===== src/rtl/srx_pkg.sv =====
package srx_pkg;

  typedef enum logic [2:0] {
    S_IDLE,
    S_START,
    S_DATA,
    S_PAR,
    S_STOP,
    S_BRKWAIT,
    S_HIGHWAIT
  } rxState_e;

  // Strobes from control to datapath, all valid on a tick cycle
  typedef struct packed {
    logic clear;      // new frame: wipe shift and parity registers
    logic shiftBit;   // capture a data bit
    logic takePar;    // capture the parity bit
    logic emitChar;   // publish assembled character with flags
    logic emitBreak;  // publish an all-zero break character
  } dpCmd_t;

  function automatic logic parityOn(input logic [1:0] mode);
    return (mode == 2'd1) || (mode == 2'd2);
  endfunction

endpackage


===== src/rtl/srx_dpath.sv =====
module srx_dpath
  import srx_pkg::*;
#(
  parameter int DATA_W = 8
) (
  input  logic              clk,
  input  logic              rstN,
  input  logic              rxLine,
  input  dpCmd_t            cmd,
  input  logic [1:0]        charLen,
  input  logic [1:0]        parMode,
  output logic              lineBit,
  output logic              frameZero,
  output logic              charValid,
  output logic [DATA_W-1:0] charData,
  output logic              parityErr,
  output logic              frameErr,
  output logic              breakFlag
);

  localparam int SH_W = $clog2(DATA_W) + 1;
  localparam int SHIFT_BASE = DATA_W - 5;

  logic [1:0]        syncQ;
  logic [DATA_W-1:0] shiftReg;
  logic              parBit;
  logic [SH_W-1:0]   shAmt;
  logic [DATA_W-1:0] alignedData;
  logic              onesOdd;
  logic              parBad;

  // Two-flop synchronizer, idle-high reset value
  always_ff @(posedge clk) begin
    if (!rstN) syncQ <= 2'b11;
    else       syncQ <= {syncQ[0], rxLine};
  end
  assign lineBit = syncQ[1];

  // LSB-first assembly: new bits enter at the top and move down
  always_ff @(posedge clk) begin
    if (!rstN) begin
      shiftReg <= '0;
      parBit   <= 1'b0;
    end else if (cmd.clear) begin
      shiftReg <= '0;
      parBit   <= 1'b0;
    end else begin
      if (cmd.shiftBit) shiftReg <= {lineBit, shiftReg[DATA_W-1:1]};
      if (cmd.takePar)  parBit   <= lineBit;
    end
  end

  assign frameZero   = (shiftReg == '0) && !parBit;
  assign shAmt       = SH_W'(SHIFT_BASE) - SH_W'(charLen);
  assign alignedData = shiftReg >> shAmt;
  assign onesOdd     = (^shiftReg) ^ parBit;
  assign parBad      = ((parMode == 2'd1) && onesOdd) ||
                       ((parMode == 2'd2) && !onesOdd);

  always_ff @(posedge clk) begin
    if (!rstN) begin
      charValid <= 1'b0;
      charData  <= '0;
      parityErr <= 1'b0;
      frameErr  <= 1'b0;
      breakFlag <= 1'b0;
    end else begin
      charValid <= cmd.emitChar | cmd.emitBreak;
      charData  <= '0;
      parityErr <= 1'b0;
      frameErr  <= 1'b0;
      breakFlag <= 1'b0;
      if (cmd.emitBreak) begin
        breakFlag <= 1'b1;
      end else if (cmd.emitChar) begin
        charData  <= alignedData;
        parityErr <= parBad;
        frameErr  <= !lineBit;
      end
    end
  end

  AST_BREAK_CLEAN: assert property (@(posedge clk) disable iff (!rstN)
    (charValid && breakFlag) |-> (charData == '0 && !frameErr && !parityErr));

  AST_STROBE_PULSE: assert property (@(posedge clk) disable iff (!rstN)
    charValid |=> !charValid);

  AST_IDLE_QUIET: assert property (@(posedge clk) disable iff (!rstN)
    !charValid |-> (charData == '0 && !frameErr && !parityErr && !breakFlag));

endmodule


===== src/rtl/srx_ctrl.sv =====
module srx_ctrl
  import srx_pkg::*;
#(
  parameter int OVERSAMPLE = 16,
  parameter int DATA_W     = 8
) (
  input  logic       clk,
  input  logic       rstN,
  input  logic       enable,
  input  logic       tick,
  input  logic       lineBit,
  input  logic       frameZero,
  input  logic [1:0] charLen,
  input  logic [1:0] parMode,
  output dpCmd_t     cmd
);

  localparam int CNT_W = $clog2(OVERSAMPLE * (DATA_W + 4));
  localparam int IDX_W = $clog2(DATA_W);
  localparam logic [CNT_W-1:0] HALF_M1 = CNT_W'(OVERSAMPLE / 2 - 1);
  localparam logic [CNT_W-1:0] FULL_M1 = CNT_W'(OVERSAMPLE - 1);

  rxState_e         state, stateNx;
  logic [CNT_W-1:0] cnt, cntNx;
  logic [IDX_W-1:0] bitIdx, idxNx;
  logic [IDX_W-1:0] lastIdx;
  logic [CNT_W-1:0] frameLast;
  logic             parOn;

  assign parOn     = parityOn(parMode);
  assign lastIdx   = IDX_W'(charLen) + IDX_W'(4);
  // start + (5 + charLen) data + parity + stop, in ticks, minus one
  assign frameLast = CNT_W'((32'd7 + 32'(charLen) + 32'(parOn)) * OVERSAMPLE - 1);

  always_comb begin
    stateNx = state;
    cntNx   = cnt;
    idxNx   = bitIdx;
    cmd     = '0;
    if (!enable) begin
      stateNx = S_IDLE;
      cntNx   = '0;
      idxNx   = '0;
    end else if (tick) begin
      unique case (state)
        S_IDLE: begin
          if (!lineBit) begin
            stateNx   = S_START;
            cntNx     = '0;
            cmd.clear = 1'b1;
          end
        end
        S_START: begin
          if (cnt == HALF_M1) begin
            cntNx   = '0;
            idxNx   = '0;
            stateNx = lineBit ? S_IDLE : S_DATA;
          end else cntNx = cnt + 1'b1;
        end
        S_DATA: begin
          if (cnt == FULL_M1) begin
            cntNx        = '0;
            cmd.shiftBit = 1'b1;
            if (bitIdx == lastIdx) begin
              idxNx   = '0;
              stateNx = parOn ? S_PAR : S_STOP;
            end else idxNx = bitIdx + 1'b1;
          end else cntNx = cnt + 1'b1;
        end
        S_PAR: begin
          if (cnt == FULL_M1) begin
            cntNx       = '0;
            cmd.takePar = 1'b1;
            stateNx     = S_STOP;
          end else cntNx = cnt + 1'b1;
        end
        S_STOP: begin
          if (cnt == FULL_M1) begin
            cntNx = '0;
            if (lineBit) begin
              cmd.emitChar = 1'b1;
              stateNx      = S_IDLE;
            end else if (frameZero) begin
              cmd.emitBreak = 1'b1;
              stateNx       = S_HIGHWAIT;
            end else begin
              cmd.emitChar = 1'b1;
              stateNx      = S_BRKWAIT;
            end
          end else cntNx = cnt + 1'b1;
        end
        S_BRKWAIT: begin
          if (lineBit) begin
            cntNx   = '0;
            stateNx = S_IDLE;
          end else if (cnt == frameLast) begin
            cntNx         = '0;
            cmd.emitBreak = 1'b1;
            stateNx       = S_HIGHWAIT;
          end else cntNx = cnt + 1'b1;
        end
        S_HIGHWAIT: begin
          if (!lineBit) cntNx = '0;
          else if (cnt == HALF_M1) begin
            cntNx   = '0;
            stateNx = S_IDLE;
          end else cntNx = cnt + 1'b1;
        end
        default: begin
          stateNx = S_IDLE;
          cntNx   = '0;
        end
      endcase
    end
  end

  always_ff @(posedge clk) begin
    if (!rstN) begin
      state  <= S_IDLE;
      cnt    <= '0;
      bitIdx <= '0;
    end else begin
      state  <= stateNx;
      cnt    <= cntNx;
      bitIdx <= idxNx;
    end
  end

  AST_FALSE_START_DROP: assert property (@(posedge clk) disable iff (!rstN)
    (enable && tick && state == S_START && cnt == HALF_M1 && lineBit) |=> (state == S_IDLE));

  AST_GUARD_HOLD: assert property (@(posedge clk) disable iff (!rstN)
    (enable && tick && state == S_HIGHWAIT && !lineBit) |=> (state == S_HIGHWAIT && cnt == '0));

  AST_DISABLE_IDLE: assert property (@(posedge clk) disable iff (!rstN)
    !enable |=> (state == S_IDLE));

endmodule


===== src/rtl/serial_rx_engine.sv =====
module serial_rx_engine
  import srx_pkg::*;
#(
  parameter int OVERSAMPLE = 16,
  parameter int DATA_W     = 8
) (
  input  logic              clk,
  input  logic              rstN,
  input  logic              tick,
  input  logic              enable,
  input  logic              rxLine,
  input  logic [1:0]        charLen,
  input  logic [1:0]        parMode,
  output logic              charValid,
  output logic [DATA_W-1:0] charData,
  output logic              parityErr,
  output logic              frameErr,
  output logic              breakFlag
);

  dpCmd_t cmd;
  logic   lineBit;
  logic   frameZero;

  srx_ctrl #(.OVERSAMPLE(OVERSAMPLE), .DATA_W(DATA_W)) u_ctrl (
    .clk(clk), .rstN(rstN), .enable(enable), .tick(tick),
    .lineBit(lineBit), .frameZero(frameZero),
    .charLen(charLen), .parMode(parMode), .cmd(cmd)
  );

  srx_dpath #(.DATA_W(DATA_W)) u_dpath (
    .clk(clk), .rstN(rstN), .rxLine(rxLine), .cmd(cmd),
    .charLen(charLen), .parMode(parMode),
    .lineBit(lineBit), .frameZero(frameZero),
    .charValid(charValid), .charData(charData),
    .parityErr(parityErr), .frameErr(frameErr), .breakFlag(breakFlag)
  );

  AST_NO_CHAR_DISABLED: assert property (@(posedge clk) disable iff (!rstN)
    !enable |=> !charValid);

endmodule


===== config.mk =====
export PLATFORM = sky130hd
export DESIGN_NAME = serial_rx_engine
export DESIGN_NICKNAME = d
export VERILOG_FILES = /design/src/rtl/srx_pkg.sv /design/src/rtl/srx_dpath.sv /design/src/rtl/srx_ctrl.sv /design/src/rtl/serial_rx_engine.sv
export SDC_FILE = /design/constraint.sdc
export NUM_CORES = 1
export LEC_CHECK = 0
export BUFFER_PORTS_ARGS = -buffer_cell sky130_fd_sc_hd__buf_4
export CORE_ASPECT_RATIO = 0.5
export CORE_MARGIN = 8
export CORE_UTILIZATION = 43
export CTS_CLUSTER_SIZE = 20
export DETAILED_ROUTE_END_ITERATION = 10
export PLACE_DENSITY = 0.67
export RECOVER_POWER = 100
export SKIP_CTS_REPAIR_TIMING = 1
export SLEW_MARGIN = 0
export SYNTH_ARGS = -nofsm -noshare
export SYNTH_HDL_FRONTEND = slang
export SYNTH_SLANG_ARGS = --single-unit
export TNS_END_PERCENT = 30

===== constraint.sdc =====
create_clock -name clk -period 9.9 [get_ports clk]
set_clock_uncertainty 0.1 [all_clocks]
set_input_delay 2.97 -clock clk [delete_from_list [all_inputs] [get_ports clk]]
set_output_delay 2.97 -clock clk [all_outputs]
set_load 0.02 [all_outputs]

## Yosys cells after proc, flatten, opt, wreduce, memory -nomap -nowiden

Index checks and enable logic that the tools add are counted.

- Bits in registers: 37
- Input bits: 9
- Output and inout port bits: 12
- Word-level logic and storage cells: 105

- $add $sub $neg: 7
- Equality and inequality tests: 21
- Shifts and indexed selects: 1
- Mux-type cells: 42
- Bitwise logic cells: 4
- Reductions and logical operators: 19

Operators with widths:

| cell | number |
|---|---|
| 8-bit two-way mux | 6 |
| 3-bit two-way mux | 14 |
| 8-bit one-hot mux with 5 select lines | 1 |
| 3-bit one-hot mux with 7 select lines | 1 |
| 2-bit by 1-bit inequality test with 1-bit output (second input constant) | 7 |
| 1-bit two-way mux | 13 |
| 5-bit two-way mux | 2 |
| 10-bit AND reduction | 1 |
| 3-bit equality test (second input constant) | 3 |
| 8-bit by 1-bit adder with 8-bit output (second input constant) | 1 |
| 8-bit by 3-bit equality test with 1-bit output (second input constant) | 1 |
| 8-bit by 4-bit equality test with 1-bit output (second input constant) | 1 |
| 8-bit equality test | 1 |
| 8-bit logical NOT | 1 |
| 8-bit parity | 1 |
| 8-bit by 4-bit >> shifter with 8-bit output | 1 |
| 8-bit by 1-bit subtractor with 8-bit output (second input constant) | 1 |
| 3-bit by 2-bit equality test with 1-bit output (second input constant) | 2 |
| 2-bit two-way mux | 3 |
| 3-bit one-hot mux with 2 select lines | 1 |
| 3-bit OR reduction | 2 |
| 3-bit by 2-bit adder with 4-bit output (first input constant) | 1 |
| 4-bit by 1-bit adder with 4-bit output | 1 |
| 2-bit AND reduction | 2 |
| 20 further kinds | 26 |

## Logic depth before layout (Yosys ltp)

Gate-level depths: netlist (run 1).

- Depth in word-level cells: 12
- Mapped depth: 11
- Depth with buffers taken out: 10

## Modules after synthesis

A second synthesis (run 1) with hierarchy kept.

- Cell total of the unflattened synthesis: 252
- Area total of the unflattened synthesis: 2125.8 um^2

By module, submodules not included:

| module | instances | cells each | area each (um^2) | sequential area each (um^2) |
|---|---|---|---|---|
| srx_ctrl | 1 | 154 | 1158.6 | 280.3 |
| srx_dpath | 1 | 98 | 967.2 | 460.4 |

## Worst setup path before layout (run 1)

No wires, ideal clock.

- Path kind: input-to-reg
- From: input charLen[0]
- To: register u_ctrl.cnt[3]
- Setup time: 0.136 ns
- Data arrival time: 5.445 ns
- Data required time: 9.664 ns
- Setup slack: 4.219 ns
- Stages on the path: 11
- Buffers on the path: 2
- Cell sequence: clkbuf_1 > inv_1 > ha_1 > inv_1 > fa_1 > or3b_1 > a211oi_1 > a21oi_1 > clkbuf_1 > o211ai_1 > o211ai_1

- Word-level cells in the longest chain between the ends: 7

Ends and longest elaborated chain:

| element | RTL line | RTL |
|---|---|---|
| start, declared | serial_rx_engine.sv:12 | `input logic [1:0] charLen,` |
| 3-bit by 2-bit adder with 4-bit output | srx_ctrl.sv:33 | `assign frameLast = CNT_W'((32'd7 + 32'(charLen) + 32'(parOn)) * OVERSAMPLE - 1);` |
| 4-bit by 1-bit adder with 4-bit output | srx_ctrl.sv:33 |  |
| 8-bit by 1-bit subtractor with 8-bit output | srx_ctrl.sv:33 |  |
| 8-bit equality test | srx_ctrl.sv:96 | `end else if (cnt == frameLast) begin` |
| 8-bit two-way mux | srx_ctrl.sv:96 |  |
| 8-bit two-way mux | srx_ctrl.sv:93 | `if (lineBit) begin` |
| 8-bit one-hot mux with 5 select lines | srx_ctrl.sv:45 | `unique case (state)` |
| end signal, assigned | srx_ctrl.sv:124 | `cnt <= cntNx;` |
| end, declared | srx_ctrl.sv:24 | `logic [CNT_W-1:0] cnt, cntNx;` |

Every way passes these cells.
A chain may end at the register's enable or synchronous reset.

## Worst setup path in the final report (run 1)

- From: input charLen[0]
- To: register u_ctrl.state[2]

- Word-level cells in the longest chain between the ends: 6
- Elaborated cells between the ends (all ways): 9
- Classes of those cells: add/sub: 4; eq/ne: 4; reduce/logical: 1

Ends and longest elaborated chain:

| element | RTL line | RTL |
|---|---|---|
| 3-bit by 2-bit adder with 4-bit output | srx_ctrl.sv:33 |  |
| 4-bit by 1-bit adder with 4-bit output | srx_ctrl.sv:33 |  |
| 8-bit by 1-bit subtractor with 8-bit output | srx_ctrl.sv:33 |  |
| 8-bit equality test | srx_ctrl.sv:96 |  |
| 3-bit by 1-bit inequality test with 1-bit output (no source line) | -- |  |
| 10-bit AND reduction (no source line) * | -- |  |
| end signal, assigned | srx_ctrl.sv:123 | `state <= stateNx;` |
| end, declared | srx_ctrl.sv:23 | `rxState_e state, stateNx;` |

Mark *: on every way between the ends. The rest lies on a longest branch, timed or not.

==> results of run 1 <==
cell usage after synthesis (2+ instances only):
cell	instances
dfxtp_1	37
nor2_1	27
nand2_1	26
inv_1	16
mux2i_1	13
o21ai_0	10
ha_1	9
clkbuf_1	8
a21oi_1	7
nor2b_1	7
o211ai_1	7
and3_1	6
nand3_1	6
xnor2_1	6
nand2b_1	5
a211oi_1	4
nand3b_1	4
nor3_1	4
o311ai_1	4
nor4_1	3
buf_1	2
mux4_2	2
o211a_1	2
o21ai_1	2
o41ai_1	2
or3_1	2
xor2_1	2
state kept, by name, indices dropped and copies added, names as in the netlist:
name               flops
u_dpath.charValid      1
u_dpath.syncQ          2
u_ctrl.state           3
u_dpath.parityErr      1
u_dpath.breakFlag      1
u_ctrl.cnt             8
u_ctrl.bitIdx          3
u_dpath.shiftReg       8
u_dpath.charData       8
u_dpath.parBit         1
u_dpath.frameErr       1
path summary, 6_finish.rpt:
kind | startpoint | cells after the start | endpoint | slack, ns
setup / recovery | charLen[0] | 10 | u_ctrl.state[2] | 3.70
hold / removal | u_dpath.syncQ[0] | 1 | u_dpath.syncQ[1] | 0.32
setup reg to reg | u_ctrl.cnt[4] | 5 | u_dpath.shiftReg[2] | 6.98
hold reg to reg | u_dpath.syncQ[0] | 1 | u_dpath.syncQ[1] | 0.32
routing by layer:
layer  global-route usage, %  share of wire, %
met4                    5.35               1.5
met2                    21.7                48
met5                       0                 0
met1                    15.9                46
met3                    3.02               4.2
cell families after synthesis:
family / share of synthesized area (%)
xor gates and xnor gates: 3.29
muxes: 8.23
adders and majority gates: 6.23
and+or+nand+nor: 23.8
buffers and inverters: 5.35
DFF: 34.8
AOI/OAI and AO/OA: 18.3
critical path, stage by stage:
cell	delay [ns]
clkbuf_1	0.52
inv_1	0.11
ha_1	0.34
inv_1	0.06
fa_1	0.42
or3b_1	0.38
a211oi_1	0.39
a21oi_1	0.31
or3_1	0.47
o41ai_1	0.32
layout make-up:
cell class                      count  area [sq um]
Fill cell                         477          2480
Clock inverter                      1          30.0
Inverter                           16          60.1
Timing Repair Buffer               21          97.6
Multi-Input combinational cell    183          1260
Tap cell                           70          87.6
Sequential cell                    37           741
Clock buffer                        7          86.3
stage by stage:
step                total power [mW]  utilization [%]  instances  worst slack (ns)
CTS                            0.308             50.3        335              3.97
global placement               0.172             47.9        327              3.92
finish                         0.304             48.8        335              3.70
detailed placement             0.172             47.9        327              3.73
global route                   0.317             48.8        335              3.42
floorplan                      0.166                -        248              4.22
power groups by stage:
stage	logic [mW]	registers, mW	clock network [mW]
finish	0.0187	0.150	0.135
global route	0.0210	0.150	0.146
CTS	0.0195	0.150	0.138
detailed placement	0.0188	0.154	0
global placement	0.0184	0.154	0
floorplan	0.0128	0.153	0
==> flow_summary.ini, run 1 <==
[run_status]
outcome = completed

[clocking]
cts.root.buffer_cell = clkbuf_8
cts_tree = yes
path_clk_slew_ns = 0.07
worstSkewPairLatency_ns = 0.29
clock-sinks = 37
cts_max_path_buffers = 2
cts_buffers = 5
htreeDepth = 2

[routing]
routed_wl_mm = 4.73
ant_nets = 0
drt_iter0_drc = 115
post_drt_via_cell_ratio = 5.50
dr_total_vias = 1844
drc = 0
wl_per_cell_um = 14.1
drt_pass1_iterations = 4

[sta]
finalHoldViolations = 0
slew_headroom_pct = 32.3
hold_slack_ns = 0.316
final_period_minus_worst_setup_slack_ns = 6.20
setup_viol_count_final = 0
rsz0062_at_grt = false
worst_slew_pin_slew_ns = 1.00
slew_viol_final = 0
post-route-period-util_pct = 62.6
max_freq_mhz = 161
setup_tns_ns = 0

[power_and_ir_drop]
power_frac_clock_pct = 44.4
pwr_density_cell_nw_per_um2 = 128
switchingPower_uw = 65.4
p_sw_share_pct = 21.5
p_leak_nw = 0.845
combPwrFrac_pct = 6.2
p_int_uw = 238
p_seq_share_pct = 49.4
peakVddDrop_mv = 0.0802

[critical_path]
worst_setup_path_end_kind = flop
crit_arrival_ns = 6.29
critical_path_class = input pin to flop
cp-start-kind = input pin
crit_fanout = 13
crit_required_ns = 9.99

[logic_synthesis]
synth_enable_flop_cells = 0
yosys_warnings = 0
synth_top_area_cell = dfxtp_1
netlist_instances = 248
synthFlopType = dfxtp_1
synth-async-reset-ratio_pct = 0
yosysTopAreaCellShare_pct = 34.8
ys_seq_area_share_pct = 34.8
synthTopCellsByArea = dfxtp_1 (35%), mux2i_1 (6.1%), ha_1 (5.3%), nor2_1 (4.8%), nand2_1 (4.6%)
synth_fp_nets = 267
syn_area_sq_um = 2130
yosys.cell_types.count = 52
synth-seq-cells = 37
avgSynthCellArea_sq_um = 8.59

[placed_design]
portBuffers = 20
dp_hpwl_mm = 3.49
globalplace.congestion = 0.878
placed_cell_area_sq_um = 2320

[job]
cap_violations = 0

[cells_and_area]
stdcell_area_sq_um = 2360
final_cell_mix = dfxtp_1 (37), nor2_1 (27), nand2_1 (26)
area_delta_synth_final_pct = 11.0
drive_gt1_share_pct = 7.55
layout.nets = 283
layout_commonest_cell = dfxtp_1
diodes = 0

[grt]
grt_max_degree = 22
grt_pass1_wl_mm = 7.87
overflow = 0
grt.total_usage_pct = 13.0
antenna_found_initial = 0
grt_pass1_vias = 1677

[floorplanning]
core-area_sq_um = 4840
die-area_sq_um = 7600
ioPinCount = 21
die_h_um = 65.8
die_w_um = 116
rows = 18
start_util_pct = 44.0

[worst_hold_path]
hold_class = flop to flop
No activity file was read; power rests on OpenSTA's default activity.
==> run 2: changes to the inputs <==
--- a/config.mk
+++ b/config.mk
@@ -11,7 +11,7 @@
 export CORE_UTILIZATION = 43
 export CTS_CLUSTER_SIZE = 20
 export DETAILED_ROUTE_END_ITERATION = 10
-export PLACE_DENSITY = 0.67
+export PLACE_DENSITY = 0.69
 export RECOVER_POWER = 100
 export SKIP_CTS_REPAIR_TIMING = 1
 export SLEW_MARGIN = 0
==> constraint.sdc (replaced) <==
create_clock -name clk -period 5.16 [get_ports clk]
set_clock_uncertainty 0.1 [all_clocks]
set_input_delay 1.548 -clock clk [delete_from_list [all_inputs] [get_ports clk]]
set_output_delay 1.548 -clock clk [all_outputs]
set_load 0.02 [all_outputs]
==> run 2 against run 1 <==
Against the previous run:
- hold slack got worse by 0.0032 ns
- critical path depth stayed put
- count of clock-buffer cells in the layout down 1
- combinational power increased by 89%
- first-iteration DRC count decreased by 30%
- setup slack got worse by 3.2 ns
- core utilization is 0.34 points lower
- highest routed layer unchanged
==> flow_summary.ini, run 2 (synthesis gave the netlist of run 1 again) <==
[cells_and_area]
final_cell_mix = dfxtp_1 (37), nor2_1 (27), nand2_1 (26)
seq_area_sq_um = 741
multi_input_area_sq_um = 1270
stdcell_area_sq_um = 2350
diodes = 0
fin_util_pct = 48.5
layout_commonest_cell = dfxtp_1
top_regs = u_ctrl.cnt (8), u_dpath.charData (8), u_dpath.shiftReg (8)
fillers = 472
layout.nets = 282
area_delta_synth_final_pct = 10.3
drive_gt1_share_pct = 8.33

[routing]
drt_pass1_iterations = 5
dr_total_vias = 1817
drc = 0
ant_nets = 0
wl_per_cell_um = 13.9
drt_iter0_drc = 80
post_drt_via_cell_ratio = 5.44
routed_wl_mm = 4.66

[sta]
slew_viol_final = 0
setup_viol_count_final = 0
rsz0062_at_grt = false
max_freq_mhz = 215
hold_slack_ns = 0.313
final_period_minus_worst_setup_slack_ns = 4.65
slew_headroom_pct = 18.5
setup_tns_ns = 0
post-route-period-util_pct = 90.0
finalHoldViolations = 0
worst_slew_pin_slew_ns = 1.21

[power_and_ir_drop]
p_seq_share_pct = 53.5
switchingPower_uw = 130
peakVddDrop_mv = 0.107
combPwrFrac_pct = 6.6
p_sw_share_pct = 24.2
p_total_uw = 538
p_leak_nw = 0.845
pwr_density_cell_nw_per_um2 = 229
p_int_uw = 408
power_frac_clock_pct = 39.9

[clocking]
clock-sinks = 37
htreeDepth = 2
cts.root.buffer_cell = clkbuf_8
worstSkewPairLatency_ns = 0.29
cts_max_path_buffers = 2
cts_tree = yes
path_clk_slew_ns = 0.07
cts_buffers = 5

[critical_path]
cp-start-kind = input pin
r2r-start = u_ctrl.cnt[4]
endpoint = u_ctrl.state[2]
crit_required_ns = 5.25
crit_fanout = 13
ff2ff_setup_slack_ns = 2.25
critical_path_class = input pin to flop
critPathLaunch = charLen[0]
rr_endpoint = u_dpath.shiftReg[7]
worst_setup_path_end_kind = flop
crit_arrival_ns = 4.74
rr_worst_depth = 5

[worst_hold_path]
hold_class = flop to flop
min_from = u_dpath.syncQ[0]

[placed_design]
dp_hpwl_mm = 3.46
placed_cell_area_sq_um = 2310
portBuffers = 20
globalplace.congestion = 0.882

[grt]
overflow = 0
grt_pass1_vias = 1715
grt.total_usage_pct = 12.7
grt_max_degree = 22
antenna_found_initial = 0
grt_pass1_wl_mm = 7.82

[floorplanning]
rows = 18
die_w_um = 116
start_util_pct = 44.0
die-area_sq_um = 7600
die_h_um = 65.8
ioPinCount = 21
core-area_sq_um = 4840

[job]
cap_violations = 0

[run_status]
outcome = completed
-- run 2: worst min path at each step --
stage	end	slack, ns	depth (start not counted)
4_1_cts	u_dpath.syncQ[1]	0.32	1
5_1_grt	u_dpath.syncQ[1]	0.33	1
3_3_place_gp	u_dpath.syncQ[1]	0.29	1
2_1_floorplan	u_dpath.syncQ[1]	0.29	1
3_5_place_dp	u_dpath.syncQ[1]	0.30	1
6_report	u_dpath.syncQ[1]	0.31	1
-- run 2: power groups by stage --
stage	sequential, mW	clock (mW)	combinational, mW
global route	0.288	0.232	0.0395
CTS	0.288	0.221	0.0364
finish	0.288	0.215	0.0354
detailed placement	0.295	0	0.0362
global placement	0.295	0	0.0351
floorplan	0.293	0	0.0245
-- run 2: critical path, cell delays in order --
cell and delay (ns):
clkbuf_1 0.53, inv_1 0.11, ha_1 0.35, inv_1 0.07
fa_1 0.40, or3b_1 0.35, a211oi_1 0.32, a21oi_1 0.28
or3_1 0.47, o41ai_2 0.30
-- run 2: area by class of cell --
type | count | area share, %
Tap cell | 70 | 3.73
Sequential cell | 37 | 31.5
Clock inverter | 2 | 0.586
Multi-Input combinational cell | 183 | 54.1
Clock buffer | 6 | 3.52
Timing Repair Buffer | 20 | 4.00
Inverter | 16 | 2.56
-- run 2: through the flow --
| step | std cells | setup WS [ns] |
|---|---|---|
| 6_report | 334 | 0.515 |
| 3_5_place_dp | 326 | 0.460 |
| 2_1_floorplan | 248 | 0.901 |
| 4_1_cts | 334 | 0.746 |
| 5_1_grt | 334 | 0.290 |
| 3_3_place_gp | 326 | 0.604 |
-- run 2: layer usage --
layer / GRT usage (%) / part of all wire (%) / wire length, um
met2: 22.4 / 47 / 2200
met5: 0 / 0 / 0
met4: 4.05 / 1.4 / 63
met1: 14.7 / 47 / 2200
met3: 3.56 / 4.2 / 195
==> run 3: changes to the inputs <==
--- a/config.mk
+++ b/config.mk
@@ -5,6 +5,7 @@
 export SDC_FILE = /design/constraint.sdc
 export NUM_CORES = 1
 export LEC_CHECK = 0
+export ABC_AREA = 1
 export BUFFER_PORTS_ARGS = -buffer_cell sky130_fd_sc_hd__buf_4
 export CORE_ASPECT_RATIO = 0.5
 export CORE_MARGIN = 8
==> run 3 against run 2 <==
Against the previous run:
- core utilization rose by 0.83 points
- clock power rose by 26%
- sequential power barely moved
- register-to-register slack improved by 0.87 ns
- area after synthesis rose by 1.3%
- largest cell class unchanged
- via count rose by 12%
- cell area rose by 2.7%
- setup slack improved by 1.0 ns
- count of clock-buffer cells in the layout did not move
- fmax rose by 29%
==> flow_summary.ini, run 3 <==
[run_status]
outcome = completed

[floorplanning]
ioPinCount = 21
die_w_um = 116
start_util_pct = 44.1
die-area_sq_um = 7680
core-area_sq_um = 4890
die_h_um = 66.1
rows = 18

[critical_path]
crit_path_frequent_cell = nand2_1
crit_fanout = 7
cp-start-kind = input pin
crit_arrival_ns = 3.70
slowest_delay_ns = 0.46
critPathLaunch = parMode[0]
crit_path_cell_trace = clkbuf_1 > inv_1 > ha_1 > ha_1 > inv_1 > fa_1 > xor2_1 > nor2_1 > nand2_1 > nand2_1 > nand2_1 > a21oi_1 > nor2_1
critPathBufInv = 3
crit_required_ns = 5.25
worst_setup_path_end_kind = flop
endpoint = u_ctrl.cnt[6]
ff2ff_setup_slack_ns = 3.12
cp_slowest_cell = fa_1
rr_endpoint = u_dpath.charValid
rr_worst_depth = 7
critical_path_class = input pin to flop
path_delay_family = adder cells
r2r-start = u_dpath.shiftReg[7]
crit_cells = 13

[logic_synthesis]
synth.most_common_cell = nand2_1
netlist_instances = 320
synthTopCellsByArea = dfxtp_1 (34%), nand2_1 (11%), inv_1 (7.1%), a21oi_1 (7.0%), nor2_1 (6.8%)
yosys.cell_types.count = 32
synth-async-reset-ratio_pct = 0
synth_fp_nets = 339
synthFlopType = dfxtp_1
yosys_warnings = 0
avgSynthCellArea_sq_um = 6.74
syn_area_sq_um = 2160
ys_seq_area_share_pct = 34.3
synth_enable_flop_cells = 0
synth_common_cells = nand2_1 (62), inv_1 (41), nor2_1 (39)
yosysTopAreaCellShare_pct = 34.3
synth_top_area_cell = dfxtp_1
synth-seq-cells = 37

[sta]
final_period_minus_worst_setup_slack_ns = 3.61
slew_headroom_pct = 43.0
worst_slew_pin_slew_ns = 0.851
max_freq_mhz = 277
setup_viol_count_final = 0
finalHoldViolations = 0
fin_ws_ns = 1.55
rsz0062_at_grt = false
post-route-period-util_pct = 69.9
slew_viol_final = 0
setup_tns_ns = 0

[grt]
grt_pass1_wl_mm = 8.42
antenna_found_initial = 0
grt_max_degree = 17
grt.total_usage_pct = 13.7
grt_pass1_vias = 1963
overflow = 0

[routing]
drt_pass1_iterations = 4
dr_total_vias = 2037
post_drt_via_cell_ratio = 4.94
drc = 0
drt_iter0_drc = 135
ant_nets = 0
routed_wl_mm = 4.90
wl_per_cell_um = 11.9

[worst_hold_path]
hold_class = flop to flop
holdPathStages = 1

[placed_design]
post-place-ws_ns = 1.31
portBuffers = 20
globalplace.congestion = 0.951
dp_hpwl_mm = 3.73

[power_and_ir_drop]
pwr_density_cell_nw_per_um2 = 255
p_leak_nw = 0.976
p_total_uw = 615
peakVddDrop_mv = 0.125

[clocking]
cts.root.buffer_cell = clkbuf_8
cts_max_path_buffers = 2
htreeDepth = 2
clock-sinks = 37
cts_tree = yes
path_clk_slew_ns = 0.08
worstSkewPairLatency_ns = 0.30
cts_buffers = 5

[cells_and_area]
final_cell_mix = nand2_1 (63), inv_1 (42), nor2_1 (39)
drive_gt1_share_pct = 10.8
layout.nets = 360
fillers = 519
top_regs = u_ctrl.cnt (8), u_dpath.charData (8), u_dpath.shiftReg (8)
layout_commonest_cell = nand2_1
diodes = 0
area_delta_synth_final_pct = 11.8
fin_util_pct = 49.3

[job]
cap_violations = 0
[run 3: how the worst min path moves through the flow]
stage                           from                to  slack [ns]
finish              u_dpath.syncQ[0]  u_dpath.syncQ[1]        0.32
global route        u_dpath.syncQ[0]  u_dpath.syncQ[1]        0.34
CTS                 u_dpath.syncQ[0]  u_dpath.syncQ[1]        0.32
detailed placement  u_dpath.syncQ[0]  u_dpath.syncQ[1]        0.30
global placement    u_dpath.syncQ[0]  u_dpath.syncQ[1]        0.30
floorplan           u_dpath.syncQ[0]  u_dpath.syncQ[1]        0.29
[run 3: final cells by class]
class / count / area, sq um / area share [%]
inverters: 47 / 176 / 7.32
flip-flops and latches: 37 / 741 / 30.7
well taps: 70 / 87.6 / 3.63
clock inverters: 2 / 37.5 / 1.56
multi-input cells: 230 / 1190 / 49.5
clock buffers: 6 / 82.6 / 3.43
repair buffers: 20 / 93.8 / 3.89
[run 3: metal layers]
layer  vias up  wire, um  share of wire (%)  GRT usage (%)
li1       1062         -                  -              -
met1       938      2330                 48           15.9
met3         5       222                4.5           4.46
met2        32      2280                 47           23.3
met5         -         0                  0              0
met4         0        67                1.4           5.28
[run 3: cell families after synthesis]
logic type	Yosys count	synth area share (%)
fa+ha+maj	10	6.15
buf+inv	53	9.63
compound gates	65	15.7
simple gates	148	31.3
flops	37	34.3
xor+xnor	5	2.03
mux	2	0.928
[run 3: power breakdown]
part	leakage, nW	total, mW	switching, mW	internal, mW
combinational	0.621	0.0561	0.0359	0.0202
clock	0.0574	0.270	0.113	0.157
sequential	0.298	0.289	0.00249	0.287
total	0.976	0.615	0.151	0.464
[run 3: through the flow]
stage,hold WS [ns],cell area [sq um],instances
3_3_place_gp,0.298,2360,404
4_1_cts,0.318,2480,412
2_1_floorplan,0.293,2160,320
5_1_grt,0.343,2410,412
3_5_place_dp,0.299,2360,404
6_report,0.318,2410,412
